[src/rtl/lnk_bringup_pkg.sv]
// Package: shared constants, types and the per-step register operation table
// for the link bring-up sequencer. Addresses and bit positions are those the
// controller decodes, so they are fixed here rather than parameterized.
package lnk_bringup_pkg;

    localparam int ADDR_W    = 16;
    localparam int DATA_W    = 32;
    localparam int SPEED_W   = 4;

    typedef logic [ADDR_W-1:0] reg_addr_t;
    typedef logic [DATA_W-1:0] reg_data_t;

    // Controller register addresses
    localparam reg_addr_t GCTL_ADDR   = 16'h8000;
    localparam reg_addr_t RCACHE_ADDR = 16'h8050;
    localparam reg_addr_t WCACHE_ADDR = 16'h8054;
    localparam reg_addr_t LCTL2_ADDR  = 16'h00A0;
    localparam reg_addr_t LCAP_ADDR   = 16'h007C;
    localparam reg_addr_t EQCTL_ADDR  = 16'h08A8;

    // Field positions and values
    localparam int TRAIN_EN_BIT    = 2;
    localparam int DEVTYPE_LSB     = 4;
    localparam int DEVTYPE_W       = 4;
    localparam int DEVTYPE_ROOT    = 4;
    localparam int EQ_EVAL_OFF_BIT = 5;
    localparam int STS_DL_BIT      = 1;
    localparam int STS_PHY_BIT     = 9;
    localparam reg_data_t RCACHE_VAL = 32'h0000_3511;
    localparam reg_data_t WCACHE_VAL = 32'h0000_5311;

    // One register operation: write (old & ~mask) | (val & mask)
    typedef struct packed {
        reg_addr_t addr;
        reg_data_t mask;
        reg_data_t val;
        logic      rmw;
    } reg_op_t;

    typedef enum logic [2:0] {
        STEP_TRAIN_OFF = 3'd0,
        STEP_DEVTYPE   = 3'd1,
        STEP_RCACHE    = 3'd2,
        STEP_WCACHE    = 3'd3,
        STEP_LCTL2     = 3'd4,
        STEP_LCAP      = 3'd5,
        STEP_EQ        = 3'd6,
        STEP_TRAIN_ON  = 3'd7
    } step_t;

    typedef enum logic [2:0] {
        ST_IDLE, ST_ISSUE, ST_WAIT, ST_POLL, ST_SETTLE
    } seq_state_t;

    typedef enum logic [1:0] {
        P_IDLE, P_READ, P_CAPT, P_WRITE
    } port_state_t;

    // Build the register operation for one sequence step
    function automatic reg_op_t step_op(step_t s, logic [SPEED_W-1:0] spd);
        reg_op_t o;
        o.addr = GCTL_ADDR;
        o.mask = '0;
        o.val  = '0;
        o.rmw  = 1'b1;
        case (s)
            STEP_TRAIN_OFF: begin
                o.mask[TRAIN_EN_BIT] = 1'b1;
            end
            STEP_DEVTYPE: begin
                o.mask[DEVTYPE_LSB +: DEVTYPE_W] = '1;
                o.val[DEVTYPE_LSB +: DEVTYPE_W]  = DEVTYPE_W'(DEVTYPE_ROOT);
            end
            STEP_RCACHE: begin
                o.addr = RCACHE_ADDR;
                o.mask = '1;
                o.val  = RCACHE_VAL;
                o.rmw  = 1'b0;
            end
            STEP_WCACHE: begin
                o.addr = WCACHE_ADDR;
                o.mask = '1;
                o.val  = WCACHE_VAL;
                o.rmw  = 1'b0;
            end
            STEP_LCTL2: begin
                o.addr = LCTL2_ADDR;
                o.mask[SPEED_W-1:0] = '1;
                o.val[SPEED_W-1:0]  = spd;
            end
            STEP_LCAP: begin
                o.addr = LCAP_ADDR;
                o.mask[SPEED_W-1:0] = '1;
                o.val[SPEED_W-1:0]  = spd;
            end
            STEP_EQ: begin
                o.addr = EQCTL_ADDR;
                o.mask[EQ_EVAL_OFF_BIT] = 1'b1;
                o.val[EQ_EVAL_OFF_BIT]  = 1'b1;
            end
            default: begin  // STEP_TRAIN_ON
                o.mask[TRAIN_EN_BIT] = 1'b1;
                o.val[TRAIN_EN_BIT]  = 1'b1;
            end
        endcase
        return o;
    endfunction

endpackage

[src/rtl/lnk_tick_cnt.sv]
// Module: lnk_tick_cnt
// Counts external tick pulses while enabled and flags the LIMIT-th one.
// Assumes: ticks are one-cycle pulses; dropping en clears the count.
module lnk_tick_cnt #(
    parameter int LIMIT = 100
) (
    input  logic clk,
    input  logic rst_n,
    input  logic en,
    input  logic tick,
    output logic hit
);
    localparam int CW = $clog2(LIMIT + 1);
    localparam logic [CW-1:0] LAST = CW'(LIMIT - 1);

    logic [CW-1:0] cnt;

    // Tick counter, cleared whenever disabled
    always_ff @(posedge clk) begin
        if (!rst_n || !en) begin
            cnt <= '0;
        end else if (tick) begin
            cnt <= (cnt == LAST) ? '0 : cnt + CW'(1);
        end
    end

    // Terminal pulse on the LIMIT-th tick
    assign hit = en && tick && (cnt == LAST);

    assert_cnt_range_R9: assert property (@(posedge clk) disable iff (!rst_n)
        cnt <= LAST);

    assert_clear_when_off_R10: assert property (@(posedge clk) disable iff (!rst_n)
        !en |=> cnt == '0);

endmodule

[src/rtl/lnk_rmw_port.sv]
// Module: lnk_rmw_port
// Carries out one register operation at a time on the controller port:
// read, capture, merged write for read-modify-write, or a plain write.
// Assumes: read data is valid in the cycle after cfg_rd_en.
module lnk_rmw_port
    import lnk_bringup_pkg::*;
(
    input  logic      clk,
    input  logic      rst_n,
    input  logic      op_go,
    input  reg_op_t   op,
    output logic      op_done,
    output logic      cfg_rd_en,
    output logic      cfg_wr_en,
    output reg_addr_t cfg_addr,
    output reg_data_t cfg_wdata,
    input  reg_data_t cfg_rdata
);
    port_state_t pst;
    reg_op_t     op_q;
    reg_data_t   old_q;

    // Operation state, held operation and captured read value
    always_ff @(posedge clk) begin
        if (!rst_n) begin
            pst   <= P_IDLE;
            op_q  <= '0;
            old_q <= '0;
        end else begin
            case (pst)
                P_IDLE: if (op_go) begin
                    op_q  <= op;
                    old_q <= '0;
                    pst   <= op.rmw ? P_READ : P_WRITE;
                end
                P_READ:  pst <= P_CAPT;
                P_CAPT: begin
                    old_q <= cfg_rdata;
                    pst   <= P_WRITE;
                end
                default: pst <= P_IDLE;
            endcase
        end
    end

    // Port drive and merged write data
    always_comb begin
        cfg_rd_en = (pst == P_READ);
        cfg_wr_en = (pst == P_WRITE);
        cfg_addr  = op_q.addr;
        cfg_wdata = (old_q & ~op_q.mask) | (op_q.val & op_q.mask);
        op_done   = (pst == P_WRITE);
    end

    assert_rw_excl_R12: assert property (@(posedge clk) disable iff (!rst_n)
        !(cfg_rd_en && cfg_wr_en));

    assert_read_first_R12: assert property (@(posedge clk) disable iff (!rst_n)
        (cfg_wr_en && op_q.rmw) |-> $past(cfg_rd_en, 2));

    assert_go_when_idle_R12: assert property (@(posedge clk) disable iff (!rst_n)
        op_go |-> pst == P_IDLE);

endmodule

[src/rtl/lnk_seq_ctrl.sv]
// Module: lnk_seq_ctrl
// Step controller: walks the configuration steps, skips the training
// enable steps when the link is already up, then polls and settles.
// Assumes: link_ok is synchronous to clk; hits come from lnk_tick_cnt.
module lnk_seq_ctrl
    import lnk_bringup_pkg::*;
(
    input  logic               clk,
    input  logic               rst_n,
    input  logic               start,
    input  logic [SPEED_W-1:0] speed_code,
    input  logic               link_ok,
    input  logic               op_done,
    input  logic               ms_hit,
    input  logic               us_hit,
    output logic               op_go,
    output reg_op_t            op,
    output logic               ms_en,
    output logic               us_en,
    output logic               done,
    output logic               link_up,
    output logic               timeout
);
    seq_state_t         st;
    step_t              step;
    logic [SPEED_W-1:0] spd_q;
    logic               skip_now;

    // Training enable steps are skipped while the link is already up
    assign skip_now = link_ok && (step == STEP_TRAIN_OFF || step == STEP_TRAIN_ON);

    // Main sequencing state and outcome registers
    always_ff @(posedge clk) begin
        if (!rst_n) begin
            st      <= ST_IDLE;
            step    <= STEP_TRAIN_OFF;
            spd_q   <= '0;
            done    <= 1'b0;
            link_up <= 1'b0;
            timeout <= 1'b0;
        end else begin
            case (st)
                ST_IDLE: if (start) begin
                    spd_q   <= speed_code;
                    step    <= STEP_TRAIN_OFF;
                    done    <= 1'b0;
                    link_up <= 1'b0;
                    timeout <= 1'b0;
                    st      <= ST_ISSUE;
                end
                ST_ISSUE: begin
                    if (skip_now) begin
                        if (step == STEP_TRAIN_ON) st <= ST_POLL;
                        else step <= step_t'(step + 3'd1);
                    end else begin
                        st <= ST_WAIT;
                    end
                end
                ST_WAIT: if (op_done) begin
                    if (step == STEP_TRAIN_ON) begin
                        st <= ST_POLL;
                    end else begin
                        step <= step_t'(step + 3'd1);
                        st   <= ST_ISSUE;
                    end
                end
                ST_POLL: begin
                    if (link_ok) begin
                        st <= ST_SETTLE;
                    end else if (ms_hit) begin
                        done    <= 1'b1;
                        timeout <= 1'b1;
                        st      <= ST_IDLE;
                    end
                end
                ST_SETTLE: if (us_hit) begin
                    done    <= 1'b1;
                    link_up <= 1'b1;
                    st      <= ST_IDLE;
                end
                default: st <= ST_IDLE;
            endcase
        end
    end

    // Operation request and counter enables
    always_comb begin
        op_go = (st == ST_ISSUE) && !skip_now;
        op    = step_op(step, spd_q);
        ms_en = (st == ST_POLL);
        us_en = (st == ST_SETTLE);
    end

    assert_outcome_excl_R9: assert property (@(posedge clk) disable iff (!rst_n)
        !(link_up && timeout));

    assert_done_only_idle_R11: assert property (@(posedge clk) disable iff (!rst_n)
        done |-> st == ST_IDLE);

    assert_no_restart_R11: assert property (@(posedge clk) disable iff (!rst_n)
        (st != ST_IDLE) |=> !(st == ST_ISSUE && step == STEP_TRAIN_OFF));

    assert_poll_exit_R2: assert property (@(posedge clk) disable iff (!rst_n)
        (st == ST_POLL && link_ok) |=> st == ST_SETTLE);

    assert_timeout_flag_R9: assert property (@(posedge clk) disable iff (!rst_n)
        (st == ST_POLL && !link_ok && ms_hit) |=> (timeout && done && !link_up));

    assert_settle_flag_R10: assert property (@(posedge clk) disable iff (!rst_n)
        (st == ST_SETTLE && us_hit) |=> (link_up && done));

endmodule

[src/rtl/lnk_bringup_seq.sv]
// Module: lnk_bringup_seq (top)
// Root-port link bring-up sequencer: configures the controller through a
// register port, then waits for link-up under a millisecond-tick timeout
// followed by a microsecond-tick settle delay.
// Assumes: link_status and cfg_rdata are synchronous to clk.
module lnk_bringup_seq
    import lnk_bringup_pkg::*;
#(
    parameter int TIMEOUT_MS = 100,
    parameter int SETTLE_US  = 100
) (
    input  logic               clk,
    input  logic               rst_n,
    input  logic               start,
    input  logic [SPEED_W-1:0] speed_code,
    input  logic               tick_ms,
    input  logic               tick_us,
    input  logic [DATA_W-1:0]  link_status,
    output logic               cfg_rd_en,
    output logic               cfg_wr_en,
    output logic [ADDR_W-1:0]  cfg_addr,
    output logic [DATA_W-1:0]  cfg_wdata,
    input  logic [DATA_W-1:0]  cfg_rdata,
    output logic               done,
    output logic               link_up,
    output logic               timeout
);
    logic    link_ok;
    logic    op_go, op_done;
    reg_op_t op;
    logic    ms_en, us_en, ms_hit, us_hit;
    logic    unused_sts;

    // Link counts as up only with both layer indications present
    assign link_ok    = link_status[STS_DL_BIT] & link_status[STS_PHY_BIT];
    assign unused_sts = ^link_status;

    lnk_seq_ctrl i_ctrl (
        .clk        (clk),
        .rst_n      (rst_n),
        .start      (start),
        .speed_code (speed_code),
        .link_ok    (link_ok),
        .op_done    (op_done),
        .ms_hit     (ms_hit),
        .us_hit     (us_hit),
        .op_go      (op_go),
        .op         (op),
        .ms_en      (ms_en),
        .us_en      (us_en),
        .done       (done),
        .link_up    (link_up),
        .timeout    (timeout)
    );

    lnk_rmw_port i_port (
        .clk       (clk),
        .rst_n     (rst_n),
        .op_go     (op_go),
        .op        (op),
        .op_done   (op_done),
        .cfg_rd_en (cfg_rd_en),
        .cfg_wr_en (cfg_wr_en),
        .cfg_addr  (cfg_addr),
        .cfg_wdata (cfg_wdata),
        .cfg_rdata (cfg_rdata)
    );

    lnk_tick_cnt #(.LIMIT(TIMEOUT_MS)) i_ms_cnt (
        .clk   (clk),
        .rst_n (rst_n),
        .en    (ms_en),
        .tick  (tick_ms),
        .hit   (ms_hit)
    );

    lnk_tick_cnt #(.LIMIT(SETTLE_US)) i_us_cnt (
        .clk   (clk),
        .rst_n (rst_n),
        .en    (us_en),
        .tick  (tick_us),
        .hit   (us_hit)
    );

    assert_quiet_idle_R1: assert property (@(posedge clk) disable iff (!rst_n)
        (!$past(rst_n) && !start) |-> !(cfg_rd_en || cfg_wr_en));

    assert_linkup_needs_done_R10: assert property (@(posedge clk) disable iff (!rst_n)
        (link_up || timeout) |-> done);

endmodule

[config.mk]
export PLATFORM = sky130hd
export DESIGN_NAME = lnk_bringup_seq
export DESIGN_NICKNAME = d
export VERILOG_FILES = /design/src/rtl/lnk_bringup_pkg.sv /design/src/rtl/lnk_tick_cnt.sv /design/src/rtl/lnk_rmw_port.sv /design/src/rtl/lnk_seq_ctrl.sv /design/src/rtl/lnk_bringup_seq.sv
export SDC_FILE = /design/constraint.sdc
export NUM_CORES = 1
export LEC_CHECK = 0
export BUFFER_PORTS_ARGS = -buffer_cell sky130_fd_sc_hd__buf_2
export CELL_PAD_IN_SITES_DETAIL_PLACEMENT = 1
export CELL_PAD_IN_SITES_GLOBAL_PLACEMENT = 1
export CORE_UTILIZATION = 39
export CTS_CLUSTER_SIZE = 28
export DETAILED_ROUTE_END_ITERATION = 8
export PLACE_DENSITY_LB_ADDON = 0.08
export SLEW_MARGIN = 20
export SYNTH_ARGS = -nofsm -noshare
export SYNTH_HDL_FRONTEND = slang
export SYNTH_HIERARCHICAL = 1
export SYNTH_SLANG_ARGS = --single-unit
[constraint.sdc]
create_clock -name clk -period 1.8 [get_ports clk]
set_input_delay 0.36 -clock clk [delete_from_list [all_inputs] [get_ports clk]]
set_output_delay 0.36 -clock clk [all_outputs]
set_load 0.1 [all_outputs]
==> flow_summary.toml <==
[layout]
syn2layout_area_growth_pct = 26.6
multiInputGateArea_um2 = 3250
diodes = 0
final_cell_mix = "nand2_1, dfxtp_1, buf_2, a21boi_1, buf_4"
fin_cells = 1064
fillers = 1891
nets = 918
fin_util_pct = 50.7
seqCellArea_um2 = 2830
drive_gt1_share_pct = 32.2
layout_commonest_cell = "nand2_1"

[critical_path]
cp.arrival_ns = 2.21
cp.required_ns = 2.16
cp_top_family = "buffers and inverters"
ff2ff_path_depth = 12
crit_path_top_delay_cell = "dfxtp_2"
timing.rr.start = "i_ctrl/step[1]$_SDFFE_PN0P_"
endpoint_kind = "register"
r2r_slack_ns = -0.06
crit_buf_inv = 5
r2r-end = "i_port/cfg_addr[7]$_SDFFE_PN0P_"
worst-path-max-fanout = 8
crit_type = "reg -> reg"
slowest_delay_ns = 0.36
cp-start-kind = "register"
path_cells = "inv_2 > ha_4 > mux2i_4 > nor2b_2 > nor2_2 > buf_4 > and2_4 > buf_12 > buf_16 > buf_8 > nand2_1 > a21boi_1"

[hold_path]
hp-class = "in -> reg"
hold_start = "cfg_rdata[4]"
min_path_cells = 2
min_to = "i_port/old_q[4]$_SDFFE_PN0P_"

[power]
p_leak_nw = 3.59
power_mw = 10.1
peakVddDrop_mv = 0.783
clock_power_share_pct = 39.9
p_seq_share_pct = 33.6
power_frac_comb_pct = 26.5
p_sw_mw = 3.17
swShare_pct = 31.4
power.density_nw_per_um2 = 1190
p_int_mw = 6.92

[synth]
synth_area_um2 = 6670
synth_seq_area_share_pct = 42.3
avgSynthCellArea_um2 = 8.99
async_flop_share_pct = 0
syn_inst = 742
synth_edf_count = 0
ys_ff_latch = 141
synth.distinct_cells = 52
yosys_warnings = 6
synthFlopType = "dfxtp_1"

[sta]
fin_skew_ns = 0.0140
setup_viol = 26
tns_ns = -0.575
min_period_ns = 1.86
slew_headroom_pct = 52.9
worst_hold_slack_ns = 0.139
slew_viol_final = 0
clock.fmax_mhz = 538
rsz0062_at_grt = "true"
tightest_slew_ns = 0.699
post-route-period-util_pct = 103
finalHoldViolCount = 0
setup_slack_ns = -0.0596

[floorplan]
io_pins = 126
die_w_um = 133
start_util_pct = 40.1
rows = 47
dieArea_um2 = 17600
core_um2 = 16600
fp.dieH_um = 133

[route]
wl_per_cell_um = 16.9
via_count = 5183
drc = 0
detail-route-antenna-nets = 0
drt_iter0_drc = 189
wl_um = 17900
avgViaCountPerCell = 4.87
dr.pass1.iters = 4

[placed_design]
hpwl_um = 10600
port_buffers = 95
dp.cells = 1007
place_congestion = 0.774

[global_route]
grt_pass1_wl_um = 26900
grt_antenna_before_repair = 0
grtUsageTotal_pct = 19.6
grt_max_degree = 41
grt_pass1_vias = 5364
grt_overflow_total = 0

[cts]
cts_tree = "done"
clock_latency_ns = 0.43
cts_buffers = 17
ctsLongestPathBuffers = 2
root_buffer = "clkbuf_16"
cts_hold_buffers = 0
cts_max_level = 4
cts.sinks = 141
clk_pin_slew_ns = 0.07

[status]
violations = "setup timing"
outcome = "finished with violations"

[flow_run]
drv_cap = 0
[flip-flops by register name (all words and copies together), names as in the netlist]
| name | flops |
|---|---|
| i_port/old_q | 32 |
| i_ms_cnt/cnt | 7 |
| i_ctrl/st | 3 |
| i_port/cfg_addr | 16 |
| i_ctrl/done | 1 |
| i_us_cnt/cnt | 7 |
| i_port/pst | 2 |
| i_ctrl/link_up | 1 |
| i_port/op_q | 64 |
| i_ctrl/step | 3 |
| i_ctrl/spd_q | 4 |
| i_ctrl/timeout | 1 |
[worst reg2reg max path, cell delays in order (launching register included)]
cell and delay, ns:
dfxtp_2 0.36, inv_2 0.07, ha_4 0.17, mux2i_4 0.13, nor2b_2 0.07, nor2_2 0.13
buf_4 0.12, and2_4 0.21, buf_12 0.12, buf_16 0.12, buf_8 0.12, nand2_1 0.06
a21boi_1 0.11
[cells by family after synthesis]
family | Yosys count | synth area share [%]
AO/OA/AOI/OAI | 150 | 17.2
XOR/XNOR | 9 | 1.18
adder cells (fa/ha/maj) | 14 | 2.63
buffers and inverters | 130 | 12.9
flip-flops | 141 | 42.3
multiplexers | 42 | 6.91
other | 1 | 0.0562
AND/OR/NAND/NOR | 255 | 16.8
[metal layers]
| metal | track usage, % | up-vias | routed length [um] |
|---|---|---|---|
| met2 | 34.4 | 78 | 8760 |
| met3 | 5.36 | 11 | 598 |
| met5 | 0 | - | 0 |
| li1 | - | 2550 | - |
| met4 | 4.92 | 0 | 145 |
| met1 | 23.6 | 2544 | 8430 |
[how the worst max path moves through the flow]
| stage | startpoint | to | slack [ns] | cells past startpoint |
|---|---|---|---|---|
| after CTS | i_ctrl/step[1]$_SDFFE_PN0P_ | i_port/op_q[15]$_SDFFE_PN0P_ | -0.11 | 10 |
| after global placement | i_ctrl/step[1]$_SDFFE_PN0P_ | i_port/op_q[42]$_SDFFE_PN0P_ | -0.06 | 10 |
| after detailed placement | i_ctrl/step[1]$_SDFFE_PN0P_ | i_port/op_q[44]$_SDFFE_PN0P_ | -0.23 | 10 |
| after floorplan | i_ctrl/step[0]$_SDFFE_PN0P_ | i_port/old_q[10]$_SDFFE_PN0P_ | 0.02 | 9 |
| after global routing | i_ctrl/step[1]$_SDFFE_PN0P_ | i_port/cfg_addr[11]$_SDFFE_PN0P_ | -0.16 | 12 |
| final | i_ctrl/step[1]$_SDFFE_PN0P_ | i_port/cfg_addr[7]$_SDFFE_PN0P_ | -0.06 | 12 |
[cell usage after synthesis, drive strengths merged (4+ instances only)]
cell / number / share of area [%]
nand2: 184 / 10
a22o: 33 / 4.5
and2: 6 / 0.56
or3: 5 / 0.47
a21oi: 8 / 0.60
o21ai: 12 / 0.90
nand2b: 4 / 0.49
nand4: 4 / 0.38
nor2: 28 / 1.9
inv: 11 / 0.62
ha: 14 / 2.6
buf: 100 / 11
mux2: 32 / 5.4
mux2i: 10 / 1.5
xor2: 6 / 0.79
a21boi: 86 / 9.7
nor2b: 5 / 0.51
dfxtp: 141 / 42
clkbuf: 18 / 1.0
[power by group through the flow]
| stage | combinational [mW] | sequential (mW) | clock, mW |
|---|---|---|---|
| global placement | 2.00 | 3.44 | 0 |
| detailed placement | 2.04 | 3.45 | 0 |
| floorplan | 1.53 | 3.43 | 0 |
| global route | 2.83 | 3.40 | 4.24 |
| CTS | 2.31 | 3.38 | 4.10 |
| finish | 2.67 | 3.38 | 4.02 |
[what timing repair did]
action                                  4_1_cts  5_1_grt
pin swaps                                     0       13
endpoints found under the setup margin      117      137
gates resized for setup                      34       90
setup buffers                                 0       13
endpoints found under the hold margin         0        0
cloned                                        6        7
[per-stage QoR]
step / worst slack [ns] / cell area, um^2
finish: -0.0596 / 8440
detailed placement: -0.231 / 7110
global route: -0.156 / 8440
floorplan: 0.0211 / 6770
global placement: -0.0593 / 7110
CTS: -0.108 / 7990
[cell type report]
cell class                      instances  area share, %
Inverter                               11          0.548
Clock inverter                         14           2.86
Tap cell                              220           3.26
Multi-Input combinational cell        498           38.5
Timing Repair Buffer                  162           16.2
Sequential cell                       141           33.5
Clock buffer                           18           5.08
(Power assumes the default switching activity.)
